==> src/rtl/pmp_pkg.sv <==
package pmp_pkg;
    parameter int unsigned NPIN = 8;
    parameter int unsigned NLO  = 4;
    localparam int unsigned NHI = NPIN - NLO;
    parameter int unsigned SYNC_STAGES = 2;

    typedef enum logic [1:0] {
        RA_DIR = 2'd0,
        RA_LAT = 2'd1,
        RA_PIN = 2'd2,
        RA_CFG = 2'd3
    } reg_addr_e;

    typedef struct packed {
        logic [NPIN-1:0] dir;
        logic [NPIN-1:0] lat;
        logic [NHI-1:0]  ana;
        logic            altmap;
        logic            ts2;
        logic            ts1;
    } regs_t;

    localparam regs_t REGS_RST = '{
        dir:    {NPIN{1'b1}},
        lat:    {NPIN{1'b0}},
        ana:    {NHI{1'b1}},
        altmap: 1'b0,
        ts2:    1'b0,
        ts1:    1'b0
    };
endpackage

==> src/rtl/pmp_regs.sv <==
module pmp_regs
    import pmp_pkg::*;
(
    input  logic            clk,
    input  logic            rst_n,
    input  logic            wr_en,
    input  logic [1:0]      addr,
    input  logic [NPIN-1:0] wdata,
    input  logic [NPIN-1:0] pin_vis,
    output logic [NPIN-1:0] rdata,
    output regs_t           regs_o
);
    regs_t regs_d, regs_q;
    logic [NPIN-1:0] cfg_rd;

    always_comb begin
        regs_d = regs_q;
        if (wr_en) begin
            unique case (reg_addr_e'(addr))
                RA_DIR: regs_d.dir = wdata;
                RA_LAT, RA_PIN: regs_d.lat = wdata;
                RA_CFG: begin
                    regs_d.ana    = wdata[NHI-1:0];
                    regs_d.altmap = wdata[NHI];
                    regs_d.ts2    = wdata[NHI+1];
                    regs_d.ts1    = wdata[NHI+2];
                end
                default: ;
            endcase
        end
    end

    always_comb begin
        cfg_rd = '0;
        cfg_rd[NHI-1:0] = regs_q.ana;
        cfg_rd[NHI]     = regs_q.altmap;
        cfg_rd[NHI+1]   = regs_q.ts2;
        cfg_rd[NHI+2]   = regs_q.ts1;
        unique case (reg_addr_e'(addr))
            RA_DIR:  rdata = regs_q.dir;
            RA_LAT:  rdata = regs_q.lat;
            RA_PIN:  rdata = pin_vis;
            RA_CFG:  rdata = cfg_rd;
            default: rdata = '0;
        endcase
    end

    always_ff @(posedge clk or negedge rst_n) begin
        if (!rst_n) regs_q <= REGS_RST;
        else        regs_q <= regs_d;
    end

    assign regs_o = regs_q;
endmodule

==> src/rtl/pmp_sync.sv <==
module pmp_sync #(
    parameter int unsigned W      = 8,
    parameter int unsigned STAGES = 2
) (
    input  logic         clk,
    input  logic         rst_n,
    input  logic [W-1:0] d_in,
    output logic [W-1:0] q_out
);
    logic [STAGES-1:0][W-1:0] sh_d, sh_q;

    always_comb begin
        sh_d[0] = d_in;
        for (int s = 1; s < STAGES; s++) sh_d[s] = sh_q[s-1];
    end

    always_ff @(posedge clk or negedge rst_n) begin
        if (!rst_n) sh_q <= '0;
        else        sh_q <= sh_d;
    end

    assign q_out = sh_q[STAGES-1];
endmodule

==> src/rtl/pmp_pinmux.sv <==
module pmp_pinmux
    import pmp_pkg::*;
(
    input  regs_t           regs_i,
    input  logic            mem_en,
    input  logic [NLO-1:0]  mem_addr,
    input  logic [NHI-1:0]  pwm_on,
    input  logic [NHI-1:0]  pwm_val,
    input  logic            sd_unit1,
    input  logic            sd_unit2,
    output logic [NPIN-1:0] oe_o,
    output logic [NPIN-1:0] out_o
);
    for (genvar i = 0; i < NPIN; i++) begin : g_pin
        logic oe_b, val_b;
        if (i < NLO) begin : g_lo
            always_comb begin
                if (mem_en) begin
                    oe_b  = 1'b1;
                    val_b = mem_addr[i];
                end else begin
                    oe_b  = ~regs_i.dir[i];
                    val_b = regs_i.lat[i];
                end
            end
        end else begin : g_hi
            localparam int unsigned K  = i - NLO;
            localparam bit          U1 = (K >= NHI / 2);
            logic sd_b, ts_b;
            assign sd_b = U1 ? sd_unit1 : sd_unit2;
            assign ts_b = U1 ? regs_i.ts1 : regs_i.ts2;
            always_comb begin
                if (regs_i.ana[K]) begin
                    oe_b  = 1'b0;
                    val_b = 1'b0;
                end else if (pwm_on[K] && !regs_i.altmap) begin
                    oe_b  = !(sd_b && ts_b);
                    val_b = pwm_val[K];
                end else begin
                    oe_b  = ~regs_i.dir[i];
                    val_b = regs_i.lat[i];
                end
            end
        end
        assign oe_o[i]  = oe_b;
        assign out_o[i] = oe_b & val_b;
    end
endmodule

==> src/rtl/pin_mux_port.sv <==
module pin_mux_port
    import pmp_pkg::*;
(
    input  logic            clk,
    input  logic            rst_n,
    input  logic            bus_wr,
    input  logic [1:0]      bus_addr,
    input  logic [NPIN-1:0] bus_wdata,
    output logic [NPIN-1:0] bus_rdata,
    input  logic            mem_en,
    input  logic [NLO-1:0]  mem_addr,
    input  logic [NHI-1:0]  pwm_on,
    input  logic [NHI-1:0]  pwm_val,
    input  logic            sd_unit1,
    input  logic            sd_unit2,
    input  logic [NPIN-1:0] pad_in,
    output logic [NPIN-1:0] pad_oe,
    output logic [NPIN-1:0] pad_out,
    output logic [NPIN-1:0] pin_in
);
    regs_t           regs_q;
    logic [NPIN-1:0] sync_q;
    logic [NPIN-1:0] ana_mask;

    pmp_sync #(.W(NPIN), .STAGES(SYNC_STAGES)) u_sync (
        .clk   (clk),
        .rst_n (rst_n),
        .d_in  (pad_in),
        .q_out (sync_q)
    );

    assign ana_mask = {regs_q.ana, {NLO{1'b0}}};
    assign pin_in   = sync_q & ~ana_mask;

    pmp_regs u_regs (
        .clk     (clk),
        .rst_n   (rst_n),
        .wr_en   (bus_wr),
        .addr    (bus_addr),
        .wdata   (bus_wdata),
        .pin_vis (pin_in),
        .rdata   (bus_rdata),
        .regs_o  (regs_q)
    );

    pmp_pinmux u_mux (
        .regs_i   (regs_q),
        .mem_en   (mem_en),
        .mem_addr (mem_addr),
        .pwm_on   (pwm_on),
        .pwm_val  (pwm_val),
        .sd_unit1 (sd_unit1),
        .sd_unit2 (sd_unit2),
        .oe_o     (pad_oe),
        .out_o    (pad_out)
    );
endmodule


==> config.mk <==
export PLATFORM = sky130hd
export DESIGN_NAME = pin_mux_port
export DESIGN_NICKNAME = d
export VERILOG_FILES = /design/src/rtl/pmp_pkg.sv /design/src/rtl/pmp_regs.sv /design/src/rtl/pmp_sync.sv /design/src/rtl/pmp_pinmux.sv /design/src/rtl/pin_mux_port.sv
export SDC_FILE = /design/constraint.sdc
export NUM_CORES = 1
export LEC_CHECK = 0
export BUFFER_PORTS_ARGS = -buffer_cell sky130_fd_sc_hd__buf_2
export CORE_MARGIN = 2
export CORE_UTILIZATION = 35
export CTS_CLUSTER_SIZE = 14
export DETAILED_ROUTE_END_ITERATION = 8
export PLACE_DENSITY_LB_ADDON = 0.15
export SLEW_MARGIN = 15
export SYNTH_ARGS = -nofsm -noshare
export SYNTH_HDL_FRONTEND = slang
export SYNTH_HIERARCHICAL = 1
export SYNTH_SLANG_ARGS = --single-unit
==> constraint.sdc <==
create_clock -name clk -period 1.4 [get_ports clk]
set_input_delay 0.21 -clock clk [delete_from_list [all_inputs] [get_ports clk]]
set_output_delay 0.21 -clock clk [all_outputs]
set_load 0.1 [all_outputs]
* After elaboration in Yosys (flattened, before gate mapping)
Cells that the tools add are included.
W data, S select, Z words.
** Storage, ports and cells
- Flip-flop bits (word level) :: 39
- Output and inout port bits :: 32
** Operators by class
- Eq/ne operators :: 3
- Mux-type cells :: 25
- Bitwise operators :: 18
- Reduce and logical (&&, ||, !) cells :: 14
** Operator list (count)
- $pmux W8 S4 :: 1
- $mux W1 :: 24
- $and A1 B1 Y1 :: 8
- $and A8 B8 Y8 :: 1
- $not A1 Y1 :: 8
- $not A8 Y8 :: 1
- $logic_and A1 B1 Y1 :: 6
- $reduce_and A2 Y1 :: 3
- $eq A2 B2 Y1 const B :: 2
- $logic_not A1 Y1 :: 3
- $eq A2 B1 Y1 const B :: 1
- $logic_not A2 Y1 :: 1
- $reduce_or A2 Y1 :: 1

* Depth between registers and ports, before layout
Gate-level depths: netlist (run 1).
- Depth in word-level cells :: 5
- Depth in mapped cells :: 5
- Depth with buffers taken out :: 4

* Hierarchy
Netlist (run 1), hierarchy kept.
** By module, submodules not included
- pmp_regs :: times used 1, cells an instance 84, area each 1138.6 µm², seq. area each 590.6 µm²
- pmp_sync :: times used 1, cells an instance 16, area each 400.4 µm², seq. area each 400.4 µm²
- pmp_pinmux :: times used 1, cells an instance 51, area each 365.4 µm², seq. area each 0.0 µm²
- pin_mux_port :: times used 1, cells an instance 4, area each 55.1 µm², seq. area each 0.0 µm²

* Worst setup path after synthesis (run 1)
Ideal clock, no wire load.
- Path type :: reg-to-output
- Start point :: reg u_regs/regs_o[6] (netlist name)
- End point :: out bus_rdata[7]
- Arrival time :: 3159 ps
- Path slack :: -1969 ps
- Stages on the path, launching flop included :: 4
- Buffers on the path :: 0
- Cell sequence :: dfstp_2 nor2b_4 a22oi_1 o21ai_0
** Between the ends
- Cells in the longest elaborated chain, start to end :: 3
** Ends and longest elaborated chain
- $not A8 Y8 :: RTL line pin_mux_port.sv:33 : assign pin_in = sync_q & ~ana_mask;
- $and A8 B8 Y8 :: RTL line pin_mux_port.sv:33
- net pin_in[7] :: RTL line pin_mux_port.sv:19 : output logic [NPIN-1:0] pin_in
- $pmux W8 S4 :: RTL line pmp_regs.sv:39 : unique case (reg_addr_e'(addr))
- end, declared :: RTL line pin_mux_port.sv:9 : output logic [NPIN-1:0] bus_rdata,
The timed path passes the listed nets, and every way through them passes these cells.

* Worst setup path after layout (run 1)
- Start point :: reg u_regs/regs_o[3] (netlist name)
- End point :: out bus_rdata[4]
** Between the ends
- Cells in the longest elaborated chain, start to end :: 3
** Ends and longest elaborated chain (RTL line)
- $not A8 Y8 :: pin_mux_port.sv:33
- $and A8 B8 Y8 :: pin_mux_port.sv:33
- $pmux W8 S4 :: pmp_regs.sv:39
Every way passes these cells.

==> results.py, run 1 <==
metrics = {
    "final_layout": {
        "layout-drive-gt1-share_pct": 76.0,
        "final_common_cell": "buf_2",
        "nets": 290,
        "final_cells": 322,
        "final_cell_mix": "buf_2 (36), buf_12 (29), mux2_2 (23)",
        "design_area_sq_mm": 0.00339,
        "final_core_util_pct": 62.0,
        "n_antenna_cell": 0,
        "synthToLayoutAreaGrowth_pct": 73.2,
    },
    "global_routing": {
        "grt_max_degree": 40,
        "grt.total_usage_pct": 17.9,
        "grt-ovfl-total": 0,
        "antenna_found_initial": 0,
        "grt_pass1_wl_um": 8380,
        "grt_pass1_vias": 1688,
    },
    "job": {
        "max-cap-violations": 0,
    },
    "placed_design": {
        "hpwl_um": 3570,
        "gp_congestion": 0.769,
        "postPlaceCellArea_sq_mm": 0.00305,
        "dp_slack_ns": -0.359,
        "post-place-cells": 304,
        "io_buffers": 67,
    },
    "detailed_routing": {
        "drt_iter0_drc": 92,
        "drcViolationCount": 0,
        "final_antenna_net_count": 0,
        "via_per_inst": 4.79,
        "postRouteWirelength_um": 5030,
        "post_drt_wl_per_cell_um": 15.6,
        "num_vias": 1542,
        "dr.pass1.iters": 5,
    },
    "floorplanning": {
        "num_rows": 27,
        "core-area_sq_mm": 0.00547,
        "ioPinCount": 68,
        "dieArea_sq_mm": 0.00621,
        "die_w_um": 78.8,
        "start_util_pct": 35.8,
        "die_y_um": 78.8,
    },
    "setup_path": {
        "required_ns": 1.19,
        "arrival_ns": 1.66,
        "critical_path_class": "register to output pin",
        "worstRegToRegCells": 2,
        "crit_fanout": 2,
        "startpoint_type": "register",
        "endpoint_kind": "output pin",
    },
    "sta": {
        "tns_ns": -4.95,
        "timing.hold.ws_ns": 0.0188,
        "tightest_slew_ns": 0.482,
        "max_slew_margin_pct": 68.1,
        "rsz0062_at_grt": "yes",
        "fin_crit_ns": 1.87,
        "finalCritPeriodShare_pct": 134,
        "hold_viol_final": 0,
        "clock-skew-final_ns": 0.00216,
        "worst_slack_ns": -0.475,
        "maxSlewViolCount": 0,
        "fmax_ghz": 0.533,
        "setup_viol": 23,
    },
    "logic_synthesis": {
        "ys_types": 24,
        "synth-seq-area-share_pct": 50.6,
        "netlist_area_sq_mm": 0.00196,
        "syn_area_per_cell_sq_um": 12.6,
        "ys_ff_latch": 39,
        "yosysWarningCount": 6,
        "synth_nets": 196,
        "syn_inst": 155,
    },
    "pwr": {
        "ir_drop_mv": 0.776,
        "total_power_mw": 5.07,
        "power_density_mw_per_mm2": 1490,
        "p_leak_nw": 1.49,
    },
    "clocking": {
        "clk_pin_slew_ns": 0.08,
        "cts-root-buf": "clkbuf_8",
        "htree_levels": 2,
        "cts.path.max_buffers": 2,
        "cts_tree": "built",
        "cts_buffers": 5,
        "cts.sinks": 39,
        "clock_latency_ns": 0.29,
    },
    "min_path": {
        "hold_class": "input port to register",
        "hold_depth": 1,
    },
    "status": {
        "violations": "setup timing",
        "outcome": "finished, violations left",
    },
}
## critical path, stage by stage, from the launching register on
cell and delay, ns:
dfstp_2 0.58, nor2b_4 0.05, a222oi_1 0.41, mux2i_4 0.14, buf_12 0.19
## worst paths after layout
| path | startpoint | to | slack [ns] |
|---|---|---|---|
| max | u_regs/regs_o[3] | bus_rdata[4] | -0.47 |
| min | pad_in[6] | u_sync/sh_d[14] | 0.02 |
| max reg2reg | u_regs/regs_o[5] | u_regs/regs_o[5] | 0.49 |
| min reg2reg | u_sync/sh_d[11] | u_sync/q_out[3] | 0.35 |
| max in group asynchronous | rst_n | u_regs/regs_o[19] | 0.72 |
| min in group asynchronous | rst_n | u_sync/q_out[7] | 0.40 |
## flip-flops by register name (all words and copies together), names as in the netlist
name and flops:
u_sync/q_out 8, u_regs/regs_o 23, u_sync/sh_d 8
## what timing repair did
action	4_1_cts	5_1_grt
pin swaps	15	8
hold endpoints to repair	27	0
gates resized for setup	27	12
buffers inserted	9	5
hold buffers	1	0
setup endpoints to repair	22	26
## metal layers
| layer | vias up | global-route usage (%) | wire length [um] |
|---|---|---|---|
| li1 | 730 | - | - |
| met1 | 750 | 22.6 | 2070 |
| met2 | 60 | 30.7 | 2620 |
| met3 | 2 | 5.11 | 311 |
| met4 | 0 | 3.62 | 25 |
| met5 | - | 0 | 0 |
## synthesized netlist by cell type (all sizes together)
cell / number / area (sq um)
dfrtp: 27 / 676
mux2: 23 / 259
dfstp: 12 / 315
nor2: 12 / 55.1
buf: 10 / 72.6
inv: 9 / 33.8
nand2b: 8 / 80.1
a222oi: 7 / 70.1
mux2i: 7 / 70.1
nand2: 6 / 30.0
ha: 5 / 62.6
o21ai: 5 / 25.0
a211oi: 4 / 50.1
a22o: 4 / 35.0
nand3: 4 / 20.0
nand3b: 4 / 30.0
nor2b: 4 / 55.1
clkbuf: 3 / 12.5
a22oi: 1 / 7.51
## cell type report
cell class,count,area [sq um]
timing repair buffer,100,1080
tap,72,90.1
clock buffer,6,82.6
fill,445,2080
inverter,9,33.8
multi-input combinational,94,1060
sequential,39,1010
clock inverter,2,35.0
## logic make-up after synthesis
logic type | Yosys count | synth area share (%)
compound gates | 21 | 9.58
simple gates | 38 | 13.8
buf+inv | 22 | 6.07
fa+ha+maj | 5 | 3.19
mux | 30 | 16.8
flops | 39 | 50.6
## power by group
part           switching [mW]  leakage [nW]  total (mW)  internal, mW
Clock                   0.400        0.0612       0.977         0.577
Sequential              0.160         0.437        1.50          1.34
Combinational            1.54         0.995        2.60          1.06
(Power assumes the default switching activity.)
==> run 2, diff against run 1 <==
--- a/config.mk
+++ b/config.mk
@@ -11,6 +11,7 @@
 export CTS_CLUSTER_SIZE = 14
 export DETAILED_ROUTE_END_ITERATION = 8
 export PLACE_DENSITY_LB_ADDON = 0.15
+export SKIP_LAST_GASP = 1
 export SLEW_MARGIN = 15
 export SYNTH_ARGS = -nofsm -noshare
 export SYNTH_HDL_FRONTEND = slang
==> results.py, run 2 (synthesized netlist as in run 1, its figures left out) <==
metrics = {
    "status": {
        "outcome": "finished, violations left",
        "violations": "setup timing",
    },
    "setup_path": {
        "cpPeakStageDelay_ns": 0.58,
        "startpoint_type": "register",
        "arrival_ns": 1.65,
        "critical_path_class": "register to output pin",
        "regToRegSetupSlack_ns": 0.49,
        "slowest_stage": "dfstp_2",
        "worstRegToRegCells": 2,
        "rr_endpoint": "u_regs/regs_o[5]",
        "path_delay_family": "flip-flops",
        "crit_chain": "nor2b_4, a222oi_1, mux2i_4, buf_12",
        "endpoint_kind": "output pin",
        "required_ns": 1.19,
        "critPathLaunch": "u_regs/regs_o[3]",
        "crit_fanout": 2,
        "cp.buffers_inverters": 1,
        "r2r_start": "u_regs/regs_o[5]",
    },
    "final_layout": {
        "final_common_cell": "buf_2",
        "layout-drive-gt1-share_pct": 75.6,
        "final_cells": 322,
        "n_antenna_cell": 0,
        "nets": 290,
        "final_cell_mix": "buf_2 (36), buf_12 (29), mux2_2 (23)",
        "largest_reg_flops": 23,
        "final_core_util_pct": 62.0,
        "synthToLayoutAreaGrowth_pct": 73.1,
    },
    "floorplanning": {
        "core-area_sq_mm": 0.00547,
        "num_rows": 27,
        "die_w_um": 78.8,
        "start_util_pct": 35.8,
        "die_y_um": 78.8,
        "ioPinCount": 68,
        "dieArea_sq_mm": 0.00621,
    },
    "pwr": {
        "clockPowerShare_pct": 19.4,
        "switching_share_pct": 41.5,
        "p_int_mw": 2.97,
        "power_density_mw_per_mm2": 1500,
        "combPwrFrac_pct": 51.1,
        "seqPwrFrac_pct": 29.5,
        "ir_drop_mv": 0.691,
        "total_power_mw": 5.08,
        "power.switching_mw": 2.11,
        "p_leak_nw": 1.49,
    },
    "min_path": {
        "hold_class": "input port to register",
        "worstHoldEndpoint": "u_sync/sh_d[14]",
        "worstHoldStart": "pad_in[6]",
        "hold_depth": 1,
    },
    "clocking": {
        "cts_buffers": 5,
        "cts.sinks": 39,
        "cts_tree": "built",
        "cts.path.max_buffers": 2,
        "clk_pin_slew_ns": 0.08,
        "htree_levels": 2,
        "cts-root-buf": "clkbuf_8",
        "clock_latency_ns": 0.29,
    },
    "detailed_routing": {
        "final_antenna_net_count": 0,
        "via_per_inst": 4.78,
        "post_drt_wl_per_cell_um": 15.7,
        "drt_iter0_drc": 73,
        "drcViolationCount": 0,
        "postRouteWirelength_um": 5060,
        "dr.pass1.iters": 6,
        "num_vias": 1540,
    },
    "sta": {
        "hold_viol_final": 0,
        "worst_slack_ns": -0.459,
        "tns_ns": -5.07,
        "maxSlewViolCount": 0,
        "setup_viol": 23,
        "tightest_slew_ns": 0.482,
        "fmax_ghz": 0.538,
        "rsz0062_at_grt": "yes",
        "fin_crit_ns": 1.86,
        "max_slew_margin_pct": 68.1,
        "clock-skew-final_ns": 0.00459,
        "finalCritPeriodShare_pct": 133,
    },
    "global_routing": {
        "antenna_found_initial": 0,
        "grt_pass1_vias": 1689,
        "grt.total_usage_pct": 17.8,
        "grt_pass1_wl_um": 8370,
        "grt-ovfl-total": 0,
        "grt_max_degree": 40,
    },
    "placed_design": {
        "dp_slack_ns": -0.359,
        "gp_congestion": 0.769,
        "hpwl_um": 3570,
        "post-place-cells": 304,
        "io_buffers": 67,
    },
    "job": {
        "max-cap-violations": 0,
    },
}
[run 2: cell counts in the layout (fill, tap and decap cells not counted)]
Identical to the previous run, type by type.
[run 2: layer usage]
metal / up-vias / track usage [%] / part of all wire, %
met5: - / 0 / 0
met4: 0 / 3.62 / 0.49
met3: 2 / 5.11 / 4.9
met2: 52 / 30.9 / 53
met1: 760 / 22.2 / 42
li1: 726 / - / -
[run 2: layout make-up]
type	count	area, sq um
Timing Repair Buffer	100	1080
Clock buffer	6	82.6
Inverter	9	33.8
Sequential cell	39	1010
Fill cell	449	2080
Multi-Input combinational cell	94	1060
Tap cell	72	90.1
Clock inverter	2	35.0
[run 2: metrics by stage]
stage	area, sq um	hold slack [ns]
floorplan	2130	-0.0856
global placement	3050	0.191
detailed placement	3050	0.197
CTS	3320	0.00893
global route	3390	-0.00361
finish	3390	0.0166
[run 2: how the worst max path moves through the flow]
stage	end	slack (ns)	cells past startpoint
floorplan	bus_rdata[4]	-0.60	3
global placement	bus_rdata[5]	-0.32	7
detailed placement	bus_rdata[1]	-0.36	6
CTS	bus_rdata[4]	-0.47	4
global route	bus_rdata[6]	-0.55	4
finish	bus_rdata[4]	-0.46	4
[run 2: repair_timing]
action | 4_1_cts | 5_1_grt
setup buffers | 9 | 4
endpoints found under the hold margin | 27 | 0
pin swaps | 14 | 10
hold buffers | 1 | 0
gates resized for setup | 22 | 14
cloned | 0 | 0
endpoints found under the setup margin | 22 | 26
[run 2: power groups by stage]
stage          clock, mW  combinational (mW)  sequential [mW]
2_1_floorplan          0                1.59             1.51
3_3_place_gp           0                2.40             1.50
3_5_place_dp           0                2.41             1.50
4_1_cts             1.01                2.54             1.49
5_1_grt             1.07                2.70             1.52
6_report           0.985                2.59             1.50
[run 2: worst reg2reg max path: stages (launching register included)]
cell and delay [ns]:
dfstp_2 0.58, buf_6 0.13, mux2_2 0.15
==> run 3, diff against run 2 <==
--- a/config.mk
+++ b/config.mk
@@ -10,6 +10,7 @@
 export CORE_UTILIZATION = 35
 export CTS_CLUSTER_SIZE = 14
 export DETAILED_ROUTE_END_ITERATION = 8
+export GPL_TIMING_DRIVEN = 0
 export PLACE_DENSITY_LB_ADDON = 0.15
 export SKIP_LAST_GASP = 1
 export SLEW_MARGIN = 15
==> results.py, run 3 (synthesized netlist as in run 1, its figures left out) <==
metrics = {
    "placed_design": {
        "dp_slack_ns": -0.485,
        "postPlaceCellArea_sq_mm": 0.00256,
        "gp_congestion": 0.727,
        "io_buffers": 67,
        "hpwl_um": 3160,
    },
    "final_layout": {
        "final_common_cell": "buf_2",
        "n_antenna_cell": 0,
        "design_area_sq_mm": 0.00318,
        "nets": 280,
        "synthToLayoutAreaGrowth_pct": 62.3,
        "layout-drive-gt1-share_pct": 74.6,
        "largest_reg_flops": 23,
        "final_cell_mix": "buf_2 (40), mux2_2 (23), dfrtp_1 (22)",
    },
    "clocking": {
        "cts_buffers": 5,
        "clk_pin_slew_ns": 0.08,
        "cts_tree": "built",
        "cts.sinks": 39,
        "cts.path.max_buffers": 2,
        "htree_levels": 2,
        "cts-root-buf": "clkbuf_8",
        "clock_latency_ns": 0.29,
    },
    "status": {
        "outcome": "finished, violations left",
        "violations": "setup timing",
    },
    "sta": {
        "fin_crit_ns": 1.89,
        "fmax_ghz": 0.528,
        "setup_viol": 23,
        "finalCritPeriodShare_pct": 135,
        "tns_ns": -5.53,
        "maxSlewViolCount": 0,
        "tightest_slew_ns": 0.865,
        "worst_slack_ns": -0.494,
        "max_slew_margin_pct": 42.3,
        "timing.hold.ws_ns": 0.0196,
        "rsz0062_at_grt": "yes",
        "clock-skew-final_ns": 0.00151,
        "hold_viol_final": 0,
    },
    "setup_path": {
        "required_ns": 1.19,
        "endpoint_kind": "output pin",
        "crit_fanout": 3,
        "critPathLaunch": "u_regs/regs_o[5]",
        "arrival_ns": 1.68,
        "r2r_start": "u_regs/regs_o[4]",
        "startpoint_type": "register",
        "critical_path_class": "register to output pin",
    },
    "job": {
        "max-cap-violations": 0,
    },
    "global_routing": {
        "grt_pass1_wl_um": 7570,
        "grt-ovfl-total": 0,
        "grtUsageMet2_pct": 27.1,
        "use_met1_pct": 20.7,
        "grt_pass1_vias": 1518,
        "grt_busiest_layer": "met2",
        "grt_max_degree": 40,
        "antenna_found_initial": 0,
        "grt.total_usage_pct": 16.0,
        "grt_util_met3_pct": 3.75,
    },
    "detailed_routing": {
        "final_antenna_net_count": 0,
        "drcViolationCount": 0,
        "dr.pass1.iters": 4,
        "post_drt_wl_per_cell_um": 15.5,
        "via_per_inst": 4.83,
        "postRouteWirelength_um": 4830,
        "drt_iter0_drc": 99,
        "num_vias": 1508,
    },
    "floorplanning": {
        "dieArea_sq_mm": 0.00621,
        "ioPinCount": 68,
        "num_rows": 27,
        "core-area_sq_mm": 0.00547,
        "die_y_um": 78.8,
        "die_w_um": 78.8,
        "start_util_pct": 35.8,
    },
    "pwr": {
        "ir_drop_mv": 0.831,
        "combPwrFrac_pct": 50.4,
        "total_power_mw": 4.89,
        "p_leak_nw": 1.40,
        "seqPwrFrac_pct": 30.5,
        "power.switching_mw": 2.07,
        "clockPowerShare_pct": 19.2,
        "switching_share_pct": 42.3,
        "p_int_mw": 2.82,
        "power_density_mw_per_mm2": 1540,
    },
    "min_path": {
        "hold_class": "input port to asynchronous set/reset pin",
    },
}
run 3: cell type report:
cell class              count  area (sq um)
plain buffers               7          56.3
well taps                  72          90.1
repair buffers             83           841
flip-flops and latches     39          1010
clock inverters             2          37.5
inverters                   9          33.8
clock buffers               6          72.6
multi-input cells          94          1040
fillers                   466          2290
run 3: worst max-delay path, stage by stage (launching register included):
cell,delay [ns]
dfstp_2,0.58
nor2b_4,0.05
a222oi_1,0.42
mux2i_4,0.14
buf_12,0.19
run 3: layer usage:
metal	vias to the layer above	wire length (um)
met5	-	0
met4	0	49
met3	5	253
met2	51	2420
met1	742	2100
li1	710	-
run 3: power groups by stage:
stage,clock (mW),combinational [mW],sequential [mW]
floorplan,0,1.59,1.51
global placement,0,1.87,1.52
detailed placement,0,1.88,1.52
CTS,0.962,2.32,1.49
global route,1.01,2.55,1.51
finish,0.938,2.46,1.49
run 3: through the flow:
stage                     instances  util [%]
final                           312      58.1
after global routing            312      58.1
after CTS                       303      55.3
after detailed placement        294      46.7
after global placement          294      46.7
after floorplan                 155         -
run 3: final timing paths:
| check | to | slack [ns] | cells past startpoint |
|---|---|---|---|
| worst max register to register | u_regs/regs_o[4] | 0.46 | 3 |
| min in group clk | u_sync/sh_d[8] | 0.02 | 1 |
| worst min-delay path | u_sync/q_out[7] | 0.02 | 1 |
| worst min register to register | u_sync/q_out[2] | 0.35 | 0 |
| max in group asynchronous | u_sync/q_out[2] | 0.73 | 1 |
| worst max-delay path | bus_rdata[6] | -0.49 | 4 |
run 3: timing repair:
item | CTS | global route
hold buffers | 0 | 0
endpoints found under the setup margin | 28 | 24
resized for setup | 97 | 20
buffers inserted | 7 | 11
endpoints found under the hold margin | 0 | 0
pin swaps | 14 | 13
